`src/rtl/ps_pkg.sv`:
```
package ps_pkg;
  typedef enum logic [1:0] {
    ST_IDLE    = 2'd0,
    ST_SETUP   = 2'd1,
    ST_ASSERT  = 2'd2,
    ST_RELEASE = 2'd3
  } ps_state_t;
endpackage

```
`src/rtl/ps_sync.sv`:
```
module ps_sync #(
  parameter int STAGES = 2
) (
  input  logic clk,
  input  logic rst,
  input  logic d,
  output logic q
);
  logic [STAGES-1:0] chain;

  genvar g;
  generate
    for (g = 0; g < STAGES; g++) begin : g_stage
      always_ff @(posedge clk) begin
        if (rst) chain[g] <= 1'b0;
        else if (g == 0) chain[g] <= d;
        else chain[g] <= chain[(g == 0) ? 0 : g-1];
      end
    end
  endgenerate

  assign q = chain[STAGES-1];
endmodule

```
`src/rtl/ps_watchdog.sv`:
```
module ps_watchdog #(
  parameter int LIMIT = 1024
) (
  input  logic clk,
  input  logic rst,
  input  logic clear,
  input  logic run,
  output logic expired
);
  localparam int CNT_W = (LIMIT < 2) ? 1 : $clog2(LIMIT);
  localparam logic [CNT_W-1:0] LAST = CNT_W'(LIMIT - 1);

  logic [CNT_W-1:0] cnt;

  always_ff @(posedge clk) begin
    if (rst || clear) cnt <= '0;
    else if (run && cnt != LAST) cnt <= cnt + 1'b1;
  end

  assign expired = run && (cnt == LAST);

  p_cnt_bound_r9: assert property (@(posedge clk) disable iff (rst)
    cnt <= LAST);
  p_clear_zero_r9: assert property (@(posedge clk) disable iff (rst)
    clear |=> (cnt == '0));
endmodule

```
`src/rtl/ps_step_ctr.sv`:
```
module ps_step_ctr #(
  parameter int STEP_W = 8
) (
  input  logic              clk,
  input  logic              rst,
  input  logic              load,
  input  logic [STEP_W-1:0] load_val,
  input  logic              dec,
  output logic              last
);
  logic [STEP_W-1:0] remaining;

  always_ff @(posedge clk) begin
    if (rst) remaining <= '0;
    else if (load) remaining <= load_val;
    else if (dec && remaining != '0) remaining <= remaining - 1'b1;
  end

  assign last = (remaining == STEP_W'(1));
endmodule

```
`src/rtl/phase_step_seq.sv`:
```
module phase_step_seq #(
  parameter int SEL_W       = 4,
  parameter int STEP_W      = 8,
  parameter int WDOG_CYC    = 1024,
  parameter int SYNC_STAGES = 2
) (
  input  logic              clk,
  input  logic              rst,
  input  logic              req_valid,
  input  logic [SEL_W-1:0]  req_sel,
  input  logic              req_dir,
  input  logic [STEP_W-1:0] req_steps,
  input  logic              pll_done,
  output logic [SEL_W-1:0]  ps_sel,
  output logic              ps_dir,
  output logic              ps_step,
  output logic              busy,
  output logic              done,
  output logic              err
);
  import ps_pkg::*;

  ps_state_t state;
  logic done_s;
  logic accept, zero_req, step_fin, last, wd_expired, wd_clear, active;

  ps_sync #(.STAGES(SYNC_STAGES)) u_sync (
    .clk(clk), .rst(rst), .d(pll_done), .q(done_s)
  );

  assign active   = (state != ST_IDLE);
  assign accept   = req_valid && !active;
  assign zero_req = (req_steps == '0);
  assign step_fin = (state == ST_RELEASE) && done_s;
  assign wd_clear = !active || step_fin;

  ps_step_ctr #(.STEP_W(STEP_W)) u_ctr (
    .clk(clk), .rst(rst),
    .load(accept && !zero_req), .load_val(req_steps),
    .dec(step_fin), .last(last)
  );

  ps_watchdog #(.LIMIT(WDOG_CYC)) u_wdog (
    .clk(clk), .rst(rst), .clear(wd_clear), .run(active),
    .expired(wd_expired)
  );

  always_ff @(posedge clk) begin
    if (rst) begin
      state   <= ST_IDLE;
      ps_sel  <= '0;
      ps_dir  <= 1'b0;
      ps_step <= 1'b0;
      busy    <= 1'b0;
      done    <= 1'b0;
      err     <= 1'b0;
    end else begin
      done <= 1'b0;
      if (active && wd_expired) begin
        state   <= ST_IDLE;
        ps_step <= 1'b0;
        busy    <= 1'b0;
        err     <= 1'b1;
      end else begin
        unique case (state)
          ST_IDLE: begin
            if (accept) begin
              err <= 1'b0;
              if (zero_req) begin
                done <= 1'b1;
              end else begin
                ps_sel <= req_sel;
                ps_dir <= req_dir;
                busy   <= 1'b1;
                state  <= ST_SETUP;
              end
            end
          end
          ST_SETUP: begin
            if (done_s) begin
              ps_step <= 1'b1;
              state   <= ST_ASSERT;
            end
          end
          ST_ASSERT: begin
            if (!done_s) begin
              ps_step <= 1'b0;
              state   <= ST_RELEASE;
            end
          end
          ST_RELEASE: begin
            if (done_s) begin
              if (last) begin
                state <= ST_IDLE;
                busy  <= 1'b0;
                done  <= 1'b1;
              end else begin
                state <= ST_SETUP;
              end
            end
          end
          default: state <= ST_IDLE;
        endcase
      end
    end
  end

  // code and direction held for the whole sequence
  p_sel_stable_r2: assert property (@(posedge clk) disable iff (rst)
    (busy && $past(busy)) |-> ($stable(ps_sel) && $stable(ps_dir)));
  // strobe only inside a sequence, set up one cycle ahead, completion high
  p_step_in_busy_r3: assert property (@(posedge clk) disable iff (rst)
    ps_step |-> busy);
  p_step_setup_r3: assert property (@(posedge clk) disable iff (rst)
    $rose(ps_step) |-> ($past(busy) && $past(done_s)));
  // strobe drops only after completion was seen low, or on abort
  p_step_release_r4: assert property (@(posedge clk) disable iff (rst)
    $fell(ps_step) |-> (!$past(done_s) || err));
  // one-cycle done, never with busy
  p_done_pulse_r6: assert property (@(posedge clk) disable iff (rst)
    done |=> !done);
  p_done_idle_r6: assert property (@(posedge clk) disable iff (rst)
    done |-> !busy);
  // abort leaves the port quiet
  p_abort_quiet_r9: assert property (@(posedge clk) disable iff (rst)
    $rose(err) |-> (!busy && !ps_step && !done));
endmodule

```
`config.mk`:
```
export PLATFORM = sky130hd
export DESIGN_NAME = phase_step_seq
export DESIGN_NICKNAME = d
export VERILOG_FILES = /design/src/rtl/ps_pkg.sv /design/src/rtl/ps_sync.sv /design/src/rtl/ps_watchdog.sv /design/src/rtl/ps_step_ctr.sv /design/src/rtl/phase_step_seq.sv
export SDC_FILE = /design/constraint.sdc
export NUM_CORES = 1
export LEC_CHECK = 0
export ABC_AREA = 1
export BUFFER_PORTS_ARGS = -buffer_cell sky130_fd_sc_hd__buf_2
export CORE_MARGIN = 4
export CORE_UTILIZATION = 45
export DETAILED_ROUTE_END_ITERATION = 6
export PLACE_DENSITY_LB_ADDON = 0.08
export SLEW_MARGIN = 30
export SYNTH_ARGS = -nofsm -noshare
export SYNTH_HDL_FRONTEND = slang
export SYNTH_SLANG_ARGS = --single-unit
export TNS_END_PERCENT = 1
```
`constraint.sdc`:
```
create_clock -name clk -period 1.9 [get_ports clk]
set_clock_uncertainty 0.15 [all_clocks]
set_input_delay 0.475 -clock clk [delete_from_list [all_inputs] [get_ports clk]]
set_output_delay 0.475 -clock clk [all_outputs]
set_load 0.01 [all_outputs]
```
# Word level (Yosys, flattened, before mapping)
# Cells that the tools add are included.
word_totals:
  register_bits: 31
  latch_bits: 0
  ram_bits: 0
  romBits: 0
  in_bits: 17
  output_inout_bits: 9
  wordCells: 78
  n_memories: 0
classes:
  n_addsub: 2
  multipliers: 0
  div: 0
  magnitude_cmp: 0
  n_eq_ne: 12
  shift: 0
  n_mux: 25
  bitwise: 2
  n_reduce_logical: 26
op_table:
  columns: ["operator", "n"]
  rows:
  - ["$mux W8", 2]
  - ["$mux W1", 14]
  - ["$reduce_bool A2 Y1", 6]
  - ["$add A10 B1 Y10 const B", 1]
  - ["$eq A10 B10 Y1 const B", 1]
  - ["$mux W2", 5]
  - ["$ne A10 B10 Y1 const B", 1]
  - ["$reduce_and A5 Y1", 2]
  - ["$eq A8 B1 Y1 const B", 1]
  - ["$logic_not A8 Y1", 1]
  - ["$ne A2 B2 Y1 const B", 4]
  - ["$pmux W2 S4", 1]
  - ["$reduce_bool A8 Y1", 1]
  - ["$sub A8 B1 Y8 const B", 1]
  - ["$logic_and A1 B1 Y1", 7]
  - ["$pmux W1 S2", 3]
  - ["$eq A2 B2 Y1 const B", 2]
  - ["$ne A2 B1 Y1 const B", 2]
  - ["$reduce_and A4 Y1", 1]
  - ["$reduce_and A3 Y1", 1]
  - ["$eq A2 B1 Y1 const B", 1]
  - ["$logic_not A1 Y1", 2]
  - ["$logic_not A2 Y1", 1]
  - ["$logic_or A1 B1 Y1", 2]
  - ["3 further kinds", 4]

# Longest topological paths before layout
logic_depth:
  word_depth: 6
  depth_mapped: 10
  depth_no_buf: 9

# By module
# Synthesis repeated with hierarchy kept, for this count alone.
hier_totals:
  cells_unflattened: 290
  hier_area_um2: 1921.8
modules_own_cells:
  columns: ["module", "instances", "cells_each", "area_each_um2", "seq_area_each_um2"]
  rows:
  - ["ps_step_ctr", 1, 107, 653.1, 160.2]
  - ["phase_step_seq", 1, 90, 633.1, 220.2]
  - ["ps_watchdog", 1, 87, 580.6, 200.2]
  - ["ps_sync", 1, 6, 55.1, 40.0]

# Worst setup path before layout
# No wires, ideal clock.
synth_timing:
  path_type: "reg-to-reg"
  startpoint: "register state[0]"
  endpoint: "register u_ctr.remaining[2]"
  setup_time_ns: 0.110
  arrival_ns: 1.356
  t_required_ns: 1.640
  setup_slack_ns: 0.284
  path_stages_with_launch: 11
  path_buffers: 1
  synth_period_minus_slack_ns: 1.616
  cell_sequence: "dfxtp_1 > inv_1 > ha_1 > nand2_1 > o21bai_2 > inv_1 > buf_4 > nand2_1 > nand3_1 > nand2_1 > inv_1"
synth_via:
  elab_chain_len: 5
  elab_cells_between_ends: 9
  cone_classes: "eq/ne (1); mux (1); reduce/logical (7)"
synth_rtl:
  columns: ["item", "line", "text"]
  rows:
  - ["start, declared", "phase_step_seq.sv:23", "ps_state_t state;"]
  - ["start signal, assigned", "phase_step_seq.sv:50", "state <= ST_IDLE;"]
  - ["start signal, assigned", "phase_step_seq.sv:60", "state <= ST_IDLE;"]
  - ["start signal, assigned", "phase_step_seq.sv:75", "state <= ST_SETUP;"]
  - ["$reduce_bool A2 Y1", "phase_step_seq.sv:31", "assign active = (state != ST_IDLE);"]
  - ["$logic_not A1 Y1", "phase_step_seq.sv:32", "assign accept = req_valid && !active;"]
  - ["$logic_and A1 B1 Y1", "phase_step_seq.sv:32", null]
  - ["$logic_and A1 B1 Y1", "phase_step_seq.sv:39", ".load(accept && !zero_req), .load_val(req_steps),"]
  - ["$mux W8 or $reduce_bool A2 Y1 (tied branches)", null, null]
  - ["end signal, assigned", "ps_step_ctr.sv:15", "else if (load) remaining <= load_val;"]
  - ["end signal, assigned", "ps_step_ctr.sv:16", "else if (dec && remaining != '0) remaining <= remaining - 1'b1;"]
  - ["end, declared", "ps_step_ctr.sv:11", "logic [STEP_W-1:0] remaining;"]
# Parallel ways exist; a longest one is shown, timed or not.
# A chain may end at the register's enable or synchronous reset.

# Final worst setup path
layout_timing:
  startpoint: "register state[1]"
  endpoint: "register u_ctr.remaining[3]"
# Same word-level chain as after synthesis.

==> impl_results.md <==
* VDD IR max at 0.581 mV
* Synth Warn # at 0
* Post-synthesis sequential area ratio at 34.6%
* Wire length per cell at 10.7 um
* Minimum clock period at 1.81 ns
* Synth Instances at 272
* Slew HR at 69.7%
* Max incr delay on CP at 0.34 ns
* Detailed Place HPWL at 2880 um
* CP required at 1.97 ns
* Initial antenna violation count at 0
* Die height at 71.2 um
* Critical Path AT at 1.87 ns
* Die ar. at 5060 um2
* Ratio of cells with drive above 1 in the final layout at 16.0%
* Main flop type after synthesis: dfxtp_1
* Total power at 2500 uW
* Synth Area in XOR/XNOR at 1.95%
* Cts bufs inserted at 5
* Area delta synth->final at 16.6%
* Worst hold slack at 0.246 ns
* Filler cells at 375
* Final setup viols at 0
* Post-synthesis compound-gate area fraction at 9.48%
* Total congestion overflow at 0
* Status: complete, no violations
* Max_cap viols at 0
* Post-CTS Setup Bufs at 0
* Diode count at 0
* Clock net sink count at 31
* Leak at 0.000978 uW
* Nature of the critical path endpoint: register
* RSZ-0062 raised after global routing: yes
* Synth async-reset ratio at 0%
* DR iter-0 viols at 127
* Total Routed Length at 3810 um
* Post-synthesis simple-gate area fraction at 39.2%
* Mux contribution to synthesized area at 0%
* Slowest-stage cell, CP: dfxtp_1
* Final worst-path cycle share at 95.0%
* Worst-path fanout max at 13
* 1st-pass router iterations at 4
* Largest net degree at the start of global routing at 14
* Cell family with most CP delay: buffers and inverters
* CTS tree: done
* Clock slew at reported path FFs at 0.07 ns
* Top Ports at 26
* Fmax achieved at 0.554 GHz
* Min-delay worst type: register to register
* Worst slack, placed at 0.0851 ns
* Final Hold Fails at 0
* Later-pin clock latency in the skew report at 0.28 ns
* Final Worst Setup Slack at 0.0949 ns
* Routability-driven placement congestion ratio at 0.830
* Final Net Count at 332
* Worst Setup Start Kind: register
* Max Slew Vio Count at 0
* H-Tree Depth at 2
* Clock buffer depth at 2
* Synth Register Bits at 31
* Vias per cell at 4.86
* IO Port Bufs at 25
* Root buffer cell: clkbuf_8
* Setup Crit Path Kind: register to register
* EDFF count, synth at 0
* Synth Cell Area at 1800 um2
* Syn nets at 298
* Mean post-synth cell area at 6.60 um2
* Die X at 71.2 um
* Worst path cell trace: inv_1, ha_1, nand2_1, o21bai_2, inv_1, nand2_1, nand3_1, nor2b_1
* GRT Resource Usage Total at 15.9%
* Count of cell types in the netlist at 27
* Vias in the first global route at 1,509
* Number of remaining DRC errors at 0
* Buffers & Inverters on Critical Path at 2
* FP Rows at 22
* Largest family of logic cells by synthesized area: simple AND/OR/NAND/NOR gates
* Pwr dens at 1200 nW/um2
* Worst slew pin tran at 0.452 ns
* Core area at 3770 um2
* Initial Utilization at 47.6%
* Global-route wire length before repair at 6550 um
* Adder-cell share of the synthesized area at 6.27%
* Routed Antenna Nets at 0
* Via count at 1,724
==> report_power, final <==
group	switching, uW	internal, uW	leakage (uW)	total, uW
Combinational	709	439	0.000682	1150
Sequential	94.2	766	0.000254	860
Clock	239	257	0.0000422	495
Total	1040	1460	0.000978	2500
==> repair_timing <==
item	in CTS	in global routing
hold buffers	0	0
endpoints found under the setup margin	0	9
endpoints found under the hold margin	0	0
resized for setup	0	2
==> state kept, by name, indices dropped and copies added (netlist names) <==
| signal | cells |
|---|---|
| u_wdog.cnt | 10 |
| busy | 1 |
| err | 1 |
| u_sync.q | 1 |
| ps_sel | 4 |
| ps_dir | 1 |
| done | 1 |
| state | 2 |
| ps_step | 1 |
| u_sync.chain | 1 |
| u_ctr.remaining | 8 |
==> per-stage QoR <==
step	TNS (ns)	cells	utilization, %	cell area [um2]
after floorplan	0	272	-	1800
after global placement	0	347	53.2	2000
after detailed placement	0	347	53.2	2000
after CTS	0	355	55.3	2090
after global routing	-0.239	355	55.5	2090
final	0	355	55.5	2090
==> final cells by class <==
type | instances | area [um2] | area share, %
Timing Repair Buffer | 31 | 170 | 8.13
Clock inverter | 1 | 5.00 | 0.239
Inverter | 34 | 133 | 6.34
Clock buffer | 7 | 76.3 | 3.65
Multi-Input combinational cell | 203 | 1030 | 49.1
Sequential cell | 31 | 622 | 29.7
Tap cell | 48 | 60.1 | 2.87
==> layer usage <==
layer  vias to the layer above  global-route usage (%)  wire (um)
met3                         4                    5.11        212
met5                         -                       0          0
met2                        36                    24.4       1670
li1                        936                       -          -
met1                       748                    21.3       1900
met4                         0                    4.38         34
==> kinds of logic after synthesis <==
logic type	after synthesis
AND/OR/NAND/NOR	160
buffers and inverters	38
flip-flops	31
AO/OA/AOI/OAI	30
adder cells (fa/ha/maj)	9
XOR/XNOR	4
==> path summary, 6_finish.rpt <==
check	end	start	cells after the start	slack [ns]
setup / recovery	u_ctr.remaining[3]	state[1]	8	0.09
hold / removal	u_sync.q	u_sync.chain[0]	2	0.25
setup reg to reg	u_ctr.remaining[3]	state[1]	8	0.09
hold reg to reg	u_sync.q	u_sync.chain[0]	2	0.25
==> cells in the mapped netlist (2+ instances only) <==
library cell / count / area share [%]
inv_1: 32 / 6.7
xnor2_1: 2 / 0.98
ha_1: 9 / 6.3
a21oi_1: 14 / 3.9
nor2_2: 2 / 0.70
buf_2: 2 / 0.56
xor2_1: 2 / 0.98
nand2_1: 60 / 13
nor3_2: 2 / 1.1
dfxtp_1: 31 / 35
nor2_1: 46 / 9.6
nor3_1: 5 / 1.4
nand4_1: 4 / 1.4
o21ai_0: 14 / 3.9
nand3_1: 33 / 9.2
nand2_2: 3 / 1.0
==> layout by cell type, fill, tap and decap left out <==
master	synthesis	final
clkbuf_1	1	2
nor3_2	2	1
dfxtp_1	31	30
clkinv_2	0	1
nand3b_1	1	1
xor2_1	2	2
nand2_4	1	1
nand3_1	33	33
nand2_1	60	60
or3_1	1	1
inv_1	32	32
o21bai_2	1	1
xnor2_1	2	2
buf_4	1	6
buf_2	2	25
o21bai_4	1	1
nor3b_1	1	1
nor2b_1	1	1
clkinv_1	1	1
nor2_2	2	2
nor3_1	5	5
ha_1	9	9
nand4_1	4	4
o21ai_0	14	14
a21oi_1	14	14
nand2_2	3	3
nor2_1	46	46
inv_6	1	1
dfxtp_2	0	1
clkbuf_8	0	5
nor3_4	0	1
==> worst reg2reg max path, delay by kind of cell (launching register included) <==
kind / cells / cell delay, ns
AOI/OAI and AO/OA: 1 / 0.21
adders and majority gates: 1 / 0.22
buffers and inverters: 2 / 0.44
DFF: 1 / 0.34
and+or+nand+nor: 4 / 0.37
(Power assumes the default switching activity.)
